==> config.mk <==
export PLATFORM = sky130hd
export DESIGN_NAME = edid_boot_seq
export DESIGN_NICKNAME = d
export VERILOG_FILES = /design/src/rtl/edid_boot_seq.sv
export SDC_FILE = /design/constraint.sdc
export NUM_CORES = 2
export LEC_CHECK = 0
export BUFFER_PORTS_ARGS = -buffer_cell sky130_fd_sc_hd__buf_2
export CAP_MARGIN = 10
export CELL_PAD_IN_SITES_DETAIL_PLACEMENT = 1
export CELL_PAD_IN_SITES_GLOBAL_PLACEMENT = 1
export CORE_MARGIN = 2
export CORE_UTILIZATION = 35
export CTS_BUF_LIST = sky130_fd_sc_hd__clkbuf_8 sky130_fd_sc_hd__clkbuf_16
export CTS_CLUSTER_DIAMETER = 150
export DETAILED_ROUTE_END_ITERATION = 7
export GPL_ROUTABILITY_DRIVEN = 0
export MAX_ROUTING_LAYER = met4
export PLACE_DENSITY = 0.55
export SYNTH_ARGS = -nofsm -noshare
export SYNTH_HDL_FRONTEND = slang
export SYNTH_SLANG_ARGS = --single-unit
==> constraint.sdc <==
create_clock -name clk -period 6.6 [get_ports clk]
set_input_delay 0.66 -clock clk [delete_from_list [all_inputs] [get_ports clk]]
set_output_delay 0.66 -clock clk [all_outputs]
set_load 0.01 [all_outputs]
==> src/rtl/edid_boot_seq.sv <==
module edid_boot_seq #(
  parameter int AW = 8,
  parameter int TMO_CYC = 64,
  parameter logic [7:0] DEV_ADDR = 8'hA0
) (
  input  logic          clk,
  input  logic          por_n,
  input  logic          restart_n,
  input  logic          local_pwr,
  input  logic          src_det,
  input  logic          repl_en,
  input  logic          mode_wr,
  input  logic [7:0]    mode_wdata,
  output logic          ee_req,
  output logic [AW-1:0] ee_addr,
  input  logic          ee_ack,
  input  logic [7:0]    ee_data,
  input  logic          ext_we,
  input  logic [AW-1:0] ext_addr,
  input  logic [7:0]    ext_wdata,
  input  logic [7:0]    rd_dev,
  input  logic [AW-1:0] rd_addr,
  output logic [7:0]    rd_data,
  output logic [3:0]    hpd,
  output logic          edid_ready,
  output logic          ee_err,
  output logic [1:0]    blk_ok,
  output logic          pa_found,
  output logic [AW-1:0] pa_ptr
);
  localparam int DEPTH = 1 << AW;
  localparam int TMW = $clog2(TMO_CYC + 1);
  localparam logic [AW-1:0] LAST = AW'(DEPTH - 1);

  typedef enum logic [2:0] {IDLE, COPY, CHECK, READY, EXT_LOAD} st_t;

  st_t            st;
  logic [7:0]     mem [DEPTH];
  logic [AW-1:0]  idx;
  logic [TMW-1:0] tmo;
  logic           ext_mode;
  logic [7:0]     s0, s1, p1, p2;

  wire       restart  = !restart_n && local_pwr;
  wire       mode_set = mode_wr && (mode_wdata == 8'h01);
  wire       mode_clr = mode_wr && (mode_wdata == 8'h00);
  wire       ext_nx   = mode_set ? 1'b1 : (mode_clr ? 1'b0 : ext_mode);
  wire [7:0] cur      = mem[idx];
  wire       oui_hit  = idx[AW-1] && (idx[AW-2:0] > 1) &&
                        (p2 == 8'h03) && (p1 == 8'h0C) && (cur == 8'h00);

  assign ee_req     = (st == COPY) && repl_en;
  assign ee_addr    = idx;
  assign edid_ready = (st == READY) && repl_en;
  assign hpd        = !repl_en ? 4'hF : {4{st == READY}};
  assign rd_data    = (edid_ready && rd_dev == DEV_ADDR) ? mem[rd_addr] : 8'hFF;

  always_ff @(posedge clk or negedge por_n)
    if (!por_n) ext_mode <= 1'b0;
    else        ext_mode <= ext_nx;

  always_ff @(posedge clk)
    if (st == COPY && ee_ack && repl_en && !restart) mem[idx] <= ee_data;
    else if (st == EXT_LOAD && ext_we)                mem[ext_addr] <= ext_wdata;

  always_ff @(posedge clk or negedge por_n) begin
    if (!por_n) begin
      st <= IDLE; idx <= '0; tmo <= '0; ee_err <= 1'b0;
      s0 <= '0; s1 <= '0; p1 <= '0; p2 <= '0;
      blk_ok <= '0; pa_found <= 1'b0; pa_ptr <= '0;
    end else if (!repl_en || restart) begin
      st <= IDLE; idx <= '0; tmo <= '0; ee_err <= 1'b0;
      blk_ok <= '0; pa_found <= 1'b0; pa_ptr <= '0;
    end else begin
      case (st)
        IDLE:
          if (ext_nx) st <= EXT_LOAD;
          else if (!ee_err && (local_pwr || src_det)) begin
            st <= COPY; idx <= '0; tmo <= '0;
          end
        COPY:
          if (ext_nx) st <= EXT_LOAD;
          else if (ee_ack) begin
            idx <= idx + 1'b1;
            tmo <= '0;
            if (idx == LAST) begin
              st <= CHECK;
              s0 <= '0; s1 <= '0; p1 <= '0; p2 <= '0;
              blk_ok <= '0; pa_found <= 1'b0; pa_ptr <= '0;
            end
          end else if (tmo == TMW'(TMO_CYC - 1)) begin
            ee_err <= 1'b1;
            st <= IDLE;
          end else begin
            tmo <= tmo + 1'b1;
          end
        CHECK:
          if (ext_nx) st <= EXT_LOAD;
          else begin
            if (!idx[AW-1]) s0 <= s0 + cur;
            else            s1 <= s1 + cur;
            p2 <= p1;
            p1 <= cur;
            if (oui_hit && !pa_found) begin
              pa_found <= 1'b1;
              pa_ptr   <= idx + 1'b1;
            end
            idx <= idx + 1'b1;
            if (idx == LAST) begin
              blk_ok <= {8'(s1 + cur) == 8'h00, s0 == 8'h00};
              st <= READY;
            end
          end
        READY:
          if (ext_nx) st <= EXT_LOAD;
        EXT_LOAD:
          if (!ext_nx) begin
            st <= CHECK; idx <= '0;
            s0 <= '0; s1 <= '0; p1 <= '0; p2 <= '0;
            blk_ok <= '0; pa_found <= 1'b0; pa_ptr <= '0;
          end
        default: st <= IDLE;
      endcase
    end
  end
endmodule


# Word level (Yosys, flattened, before mapping)
# Memories as Yosys holds them, arrays and structs flattened.
# Index checks and enable logic that the tools add are counted.
dict set report totals {
  in_bits 57
  regBits 63
  ram_bits 2048
  wordCells 174
  mem_count 1
  output_inout_bits 34
}
# memory depth word_bits rd rd_ports_with_merged_regs wr line
set mem_list {}
lappend mem_list {mem 256 8 2 0 1 38} ;# logic [7:0] mem [DEPTH];
dict set report classes {
  bitwise 1
  n_eq_ne 34
  n_reduce_logical 44
  n_lt_le_gt_ge 1
  addsub 4
  n_mux 77
}
# cell n
set op_table {}
lappend op_table {{two-way mux 8 bit} 22}
lappend op_table {{one-hot mux 8 bit (3 select lines)} 5}
lappend op_table {{two-way mux 7 bit} 6}
lappend op_table {{two-way mux 3 bit} 11}
lappend op_table {{zero test 8 bit} 4}
lappend op_table {{one-hot mux 8 bit (4 select lines)} 1}
lappend op_table {{AND reduction 7 bit} 4}
lappend op_table {{two-way mux 1 bit} 20}
lappend op_table {{adder 8 bit} 2}
lappend op_table {{== test 8 bit, second input constant} 2}
lappend op_table {{logical AND 1 bit} 16}
lappend op_table {{AND reduction 8 bit} 2}
lappend op_table {{inequality test 3 bit, second input constant} 5}
lappend op_table {{one-hot mux 3 bit (5 select lines)} 1}
lappend op_table {{two-way mux 2 bit} 7}
lappend op_table {{one-hot mux 7 bit (2 select lines)} 1}
lappend op_table {{inequality test 2 bit, second input constant} 6}
lappend op_table {{inequality test 3 x 2 -> 1 bit, second input constant} 4}
lappend op_table {{inequality test 4 bit, second input constant} 3}
lappend op_table {{inequality test 5 x 3 -> 1 bit, second input constant} 2}
lappend op_table {{adder 8 x 1 -> 8 bit, second input constant} 1}
lappend op_table {{== test 8 x 1 -> 1 bit, second input constant} 1}
lappend op_table {{== test 8 x 2 -> 1 bit, second input constant} 1}
lappend op_table {{== test 8 x 4 -> 1 bit, second input constant} 1}
lappend op_table {{23 further kinds} 33}

# Longest topological paths before layout
dict set report logic_depth {
  depth_word 10
  mapped_depth 25
  depth_no_buf 18
}

# Least setup slack after synthesis
# No wires, ideal clock.
dict set report synth_timing {
  path_type {input port to flip-flop}
  start {input port ext_we}
  end {memory mem[0][0], data pin}
  required_ns 5.777
  path_buffers 2
  path_slack_ns 1.245
  setup_time_ns 0.823
  arrival_ns 4.532
  cell_stages 5
  path_cell_list {and3_1 -> clkbuf_1 -> buf_1 -> nand2_1 -> nand2_1}
}
dict set report synth_via {
  elab_chain_len 6
}
# item line
set synth_lines {}
lappend synth_lines {{start, declared} 18} ;# input logic ext_we,
lappend synth_lines {{logical AND 1 bit} 64} ;# else if (st == EXT_LOAD && ext_we) mem[ext_addr] <= ext_wdata;
lappend synth_lines {{two-way mux 1 bit} 64}
lappend synth_lines {{two-way mux 1 bit} 63} ;# if (st == COPY && ee_ack && repl_en && !restart) mem[idx] <= ee_data;
lappend synth_lines {{two-way mux 1 bit (not written as such)} 64}
lappend synth_lines {{OR reduction 8 bit (no line)} --}
lappend synth_lines {{two-way mux 8 bit (no line)} --}
lappend synth_lines {{end, declared} 38}
# No other way between the ends.

# Worst setup path after layout
dict set report layout_timing {
  start {register idx[1] (netlist: ee_addr[1])}
  end {register blk_ok[1]}
}
dict set report layout_via {
  elab_chain_len 7
  elab_cells_between_ends 11
  classes_between {add/sub: 1; eq/ne: 3; mux: 4; reduce/logical: 2; memory: 1}
}
# item line
set layout_lines {}
lappend layout_lines {{start, declared} 39} ;# logic [AW-1:0] idx;
lappend layout_lines {{start signal, assigned} 84} ;# idx <= idx + 1'b1;
lappend layout_lines {{start signal, assigned} 108} ;# idx <= idx + 1'b1;
lappend layout_lines {{memory read (256 x 8 bit)} --}
lappend layout_lines {{adder 8 bit} 110} ;# blk_ok <= {8'(s1 + cur) == 8'h00, s0 == 8'h00};
lappend layout_lines {{zero test 8 bit} 110}
lappend layout_lines {{two-way mux 2 bit} 109} ;# if (idx == LAST) begin
lappend layout_lines {{two-way mux 2 bit} 98} ;# if (ext_nx) st <= EXT_LOAD;
lappend layout_lines {{one-hot mux 2 bit (3 select lines)} 75} ;# case (st)
lappend layout_lines {{two-way mux 2 bit} 71} ;# end else if (!repl_en || restart) begin
lappend layout_lines {{end signal, assigned} 110}
lappend layout_lines {{end, declared} 27} ;# output logic [1:0] blk_ok,
# Several ways; a longest one is shown, not always the timed one. The select of a mux whose other input is x is not followed.
# A chain may end at the register's enable or synchronous reset.

==> metrics.txt <==
core area=0.2845 sq mm; Power Density=277.9 mW/mm^2; Clock Path Buffers=4; RSZ-0062 raised after global routing=no; Synth Net Count=5155; placed cell count=8888; post-CTS setup repair buffer count=0; CP Data Arrival Time=7.08 ns; initial antenna violation count=31; Post-Syn Instances=5079; Clk pwr share=42.3%; cts bufs inserted=237; Final setup viols=0; WL per Instance=40.16 um; YS warnings=0; Syn Std Cell Area=0.09991 sq mm; final clock skew=0.08323 ns; P_leak=35.02 nW; Via-to-Cell Ratio=6.242; die height=538.3 um; Pint=23.98 mW; number of port buffers=90; CP Launch Type=flop; Clock transition at path regs=0.07 ns; Root Driver=clkbuf_16; starting DRC count in detailed routing=7398; largest net degree at the start of global routing=173; vias in the first global route=59.47k; critical path type=reg2reg; final non-filler cell total=9337; FF-to-FF Start=ee_addr[1]; Final Hold Vio Count=0; Final Max Slew Viols=0; Initial Util=35.12%; Vias=58.28k; Setup TNS=0 ns; fmax=160.7 MHz; reg2reg end=blk_ok[1]; CTS tree=done; Seq pwr share=46.6%; H-tree depth=4; final worst path period share=94.29%; hpwl dp=255000 um; CP Max Fanout=15; #FFs+latches synth=2111; Cell variety after synth=89; All-Layer GR Usage=26.41%; final wirelength=375000 um; peak supply drop=0.0002230 V; switch share=24.46%; total of max-cap violations=0; syn avg cell area=19.67 sq um; Pre-antenna DRT Iters=6; full die area=0.2897 sq mm; GRT overflow=0; layout cells sized above 1=35.81%; min Tclk post-route=6.223 ns; post-route ant nets=0; max_slew headroom=9.600%; Net count, final=5442; WP data required=7.45 ns; CTS Hold Bufs=1; crit path capture type=flop; R2R cell count=12; hold_sp=restart_n; global-route wire length before repair=516100 um; Main synth FF type=edfxtp_1; area of placed instances=0.1064 sq mm; post-synthesis sequential area ratio=63.13%; post_cts resized=0; Async S/R FF share, synth=2.984%; DIE WIDTH=538.3 um; clock sink count=2111; total power=31.74 mW; clk_lat worst skew=0.94 ns; Reg2Reg Setup Slack=0.38 ns; I/O pins=91; num rows=196; worst slew pin tran=1.356 ns; fillers=27.24k; status=finished, final reports clean; worst hold path class=in2reg; Psw=7.763 mW; hold depth=4; Hold EP=st[2]; synth-to-layout area growth=14.31%; combinational share of power=11.1%; final instance area=0.1142 sq mm; drt drc=0; Post-synth EDFFs=2048
[worst max-delay path by stage]
stage               start  slack, ns         to
2_1_floorplan      ext_we       1.25  mem[0][0]
3_3_place_gp   ee_addr[1]       0.49  blk_ok[1]
3_5_place_dp   ee_addr[1]       0.44  blk_ok[1]
4_1_cts        ee_addr[1]       0.42  blk_ok[1]
5_1_grt        ee_addr[0]       0.34  blk_ok[1]
6_report       ee_addr[1]       0.38  blk_ok[1]
[placed cells by master, fill, tap and decap left out, types with 15 or more instances in the layout]
cell type / Yosys / final
o21ai_1: 15 / 18
buf_4: 28 / 293
mux2_2: 17 / 17
buf_2: 104 / 87
nor3_1: 24 / 24
o22ai_1: 56 / 56
mux4_2: 1114 / 1114
a22o_1: 41 / 41
ha_1: 17 / 17
buf_12: 11 / 61
clkinv_2: 0 / 40
diode_2: 0 / 21
clkinv_1: 4 / 49
mux2i_1: 186 / 186
nand2_1: 176 / 152
nand2b_1: 15 / 15
nand3_1: 40 / 40
a221oi_1: 25 / 25
nor2_1: 337 / 334
nand2_2: 0 / 16
edfxtp_1: 2048 / 2048
bufinv_16: 0 / 28
a22oi_1: 61 / 61
inv_1: 16 / 53
mux2_1: 19 / 19
a211oi_1: 21 / 21
dfrtp_1: 63 / 55
o221ai_1: 21 / 21
o21ai_0: 49 / 46
clkbuf_16: 0 / 238
a21oi_1: 63 / 63
[synth_stat cells (all sizes together) (17+ instances only)]
library cell / n / area share (%)
nor3: 27 / 0.15
ha: 17 / 0.21
mux2: 36 / 0.41
nand2: 176 / 0.66
a22o: 41 / 0.36
edfxtp: 2048 / 62
mux2i: 186 / 1.9
a21oi: 63 / 0.32
dfrtp: 63 / 1.6
a211oi: 21 / 0.16
o21ai: 69 / 0.36
buf: 224 / 1.6
a221oi: 26 / 0.23
o221ai: 21 / 0.18
mux4: 1122 / 25
inv: 17 / 0.064
clkbuf: 174 / 0.66
nand3: 40 / 0.20
o22ai: 56 / 0.35
nor2: 337 / 1.3
a22oi: 61 / 0.46
[sequential cells by signal, summed over array words and instances (netlist names), 3 cells and up]
name	cells
st	3
s0	8
mem	2048
tmo	7
ee_addr	8
p2	8
pa_ptr	8
s1	8
p1	8
[power groups by stage]
stage	clock network [mW]	logic [mW]	registers, mW
floorplan	0	2.36	15.1
global route	14.1	3.66	14.8
finish	13.4	3.51	14.8
global placement	0	3.51	15.1
detailed placement	0	3.52	15.1
CTS	13.6	3.53	14.8
[metal layers]
layer  track usage (%)  share of wire (%)
met1             36.24                 42
met2             40.16                 47
met3             4.237                7.6
met4             8.836                3.8
met5                 -                  0
[area by class of cell]
type	instances	area [sq um]	share of cell area (%)
antenna	21	52.55	0.04601
clock buffer	247	6080	5.323
tap	3762	4707	4.121
sequential	2111	63100	55.25
multi-input combinational	2549	34600	30.30
timing repair buffer	446	3923	3.435
clock inverter	180	1665	1.458
inverter	21	78.83	0.06902
[cells by family (layout without fill, tap and decap cells)]
group / count (synthesis) / count (layout) / share of synthesized area, %
fa+ha+maj: 19 / 19 / 0.2530
compound gates: 466 / 466 / 3.373
buf+inv: 419 / 894 / 2.379
mux: 1344 / 1344 / 27.59
xor+xnor: 22 / 22 / 0.1929
other cells: 0 / 21 / 0
simple gates: 698 / 698 / 3.077
flops: 2111 / 2111 / 63.13
[critical path, stage by stage (launching register included)]
cell      delay (ns)
dfrtp_4         0.60
clkinv_1        1.01
nand2_1         0.84
o22ai_1         0.26
nor4_1          0.71
a21oi_1         0.25
nor4_1          0.50
mux2_2          0.32
ha_1            0.21
fa_1            0.45
or4_1           0.55
nor3_1          0.24
a32o_1          0.21
[stage by stage]
step / util [%] / setup WS (ns) / hold WS, ns
2_1_floorplan: - / 1.245 / 0.3644
3_3_place_gp: 37.40 / 0.4901 / 0.4499
3_5_place_dp: 37.40 / 0.4435 / 0.4638
4_1_cts: 40.13 / 0.4188 / 0.1452
5_1_grt: 40.14 / 0.3429 / 0.2194
6_report: 40.15 / 0.3767 / 0.2123
Note: power is estimated with default switching activity, not from simulation.
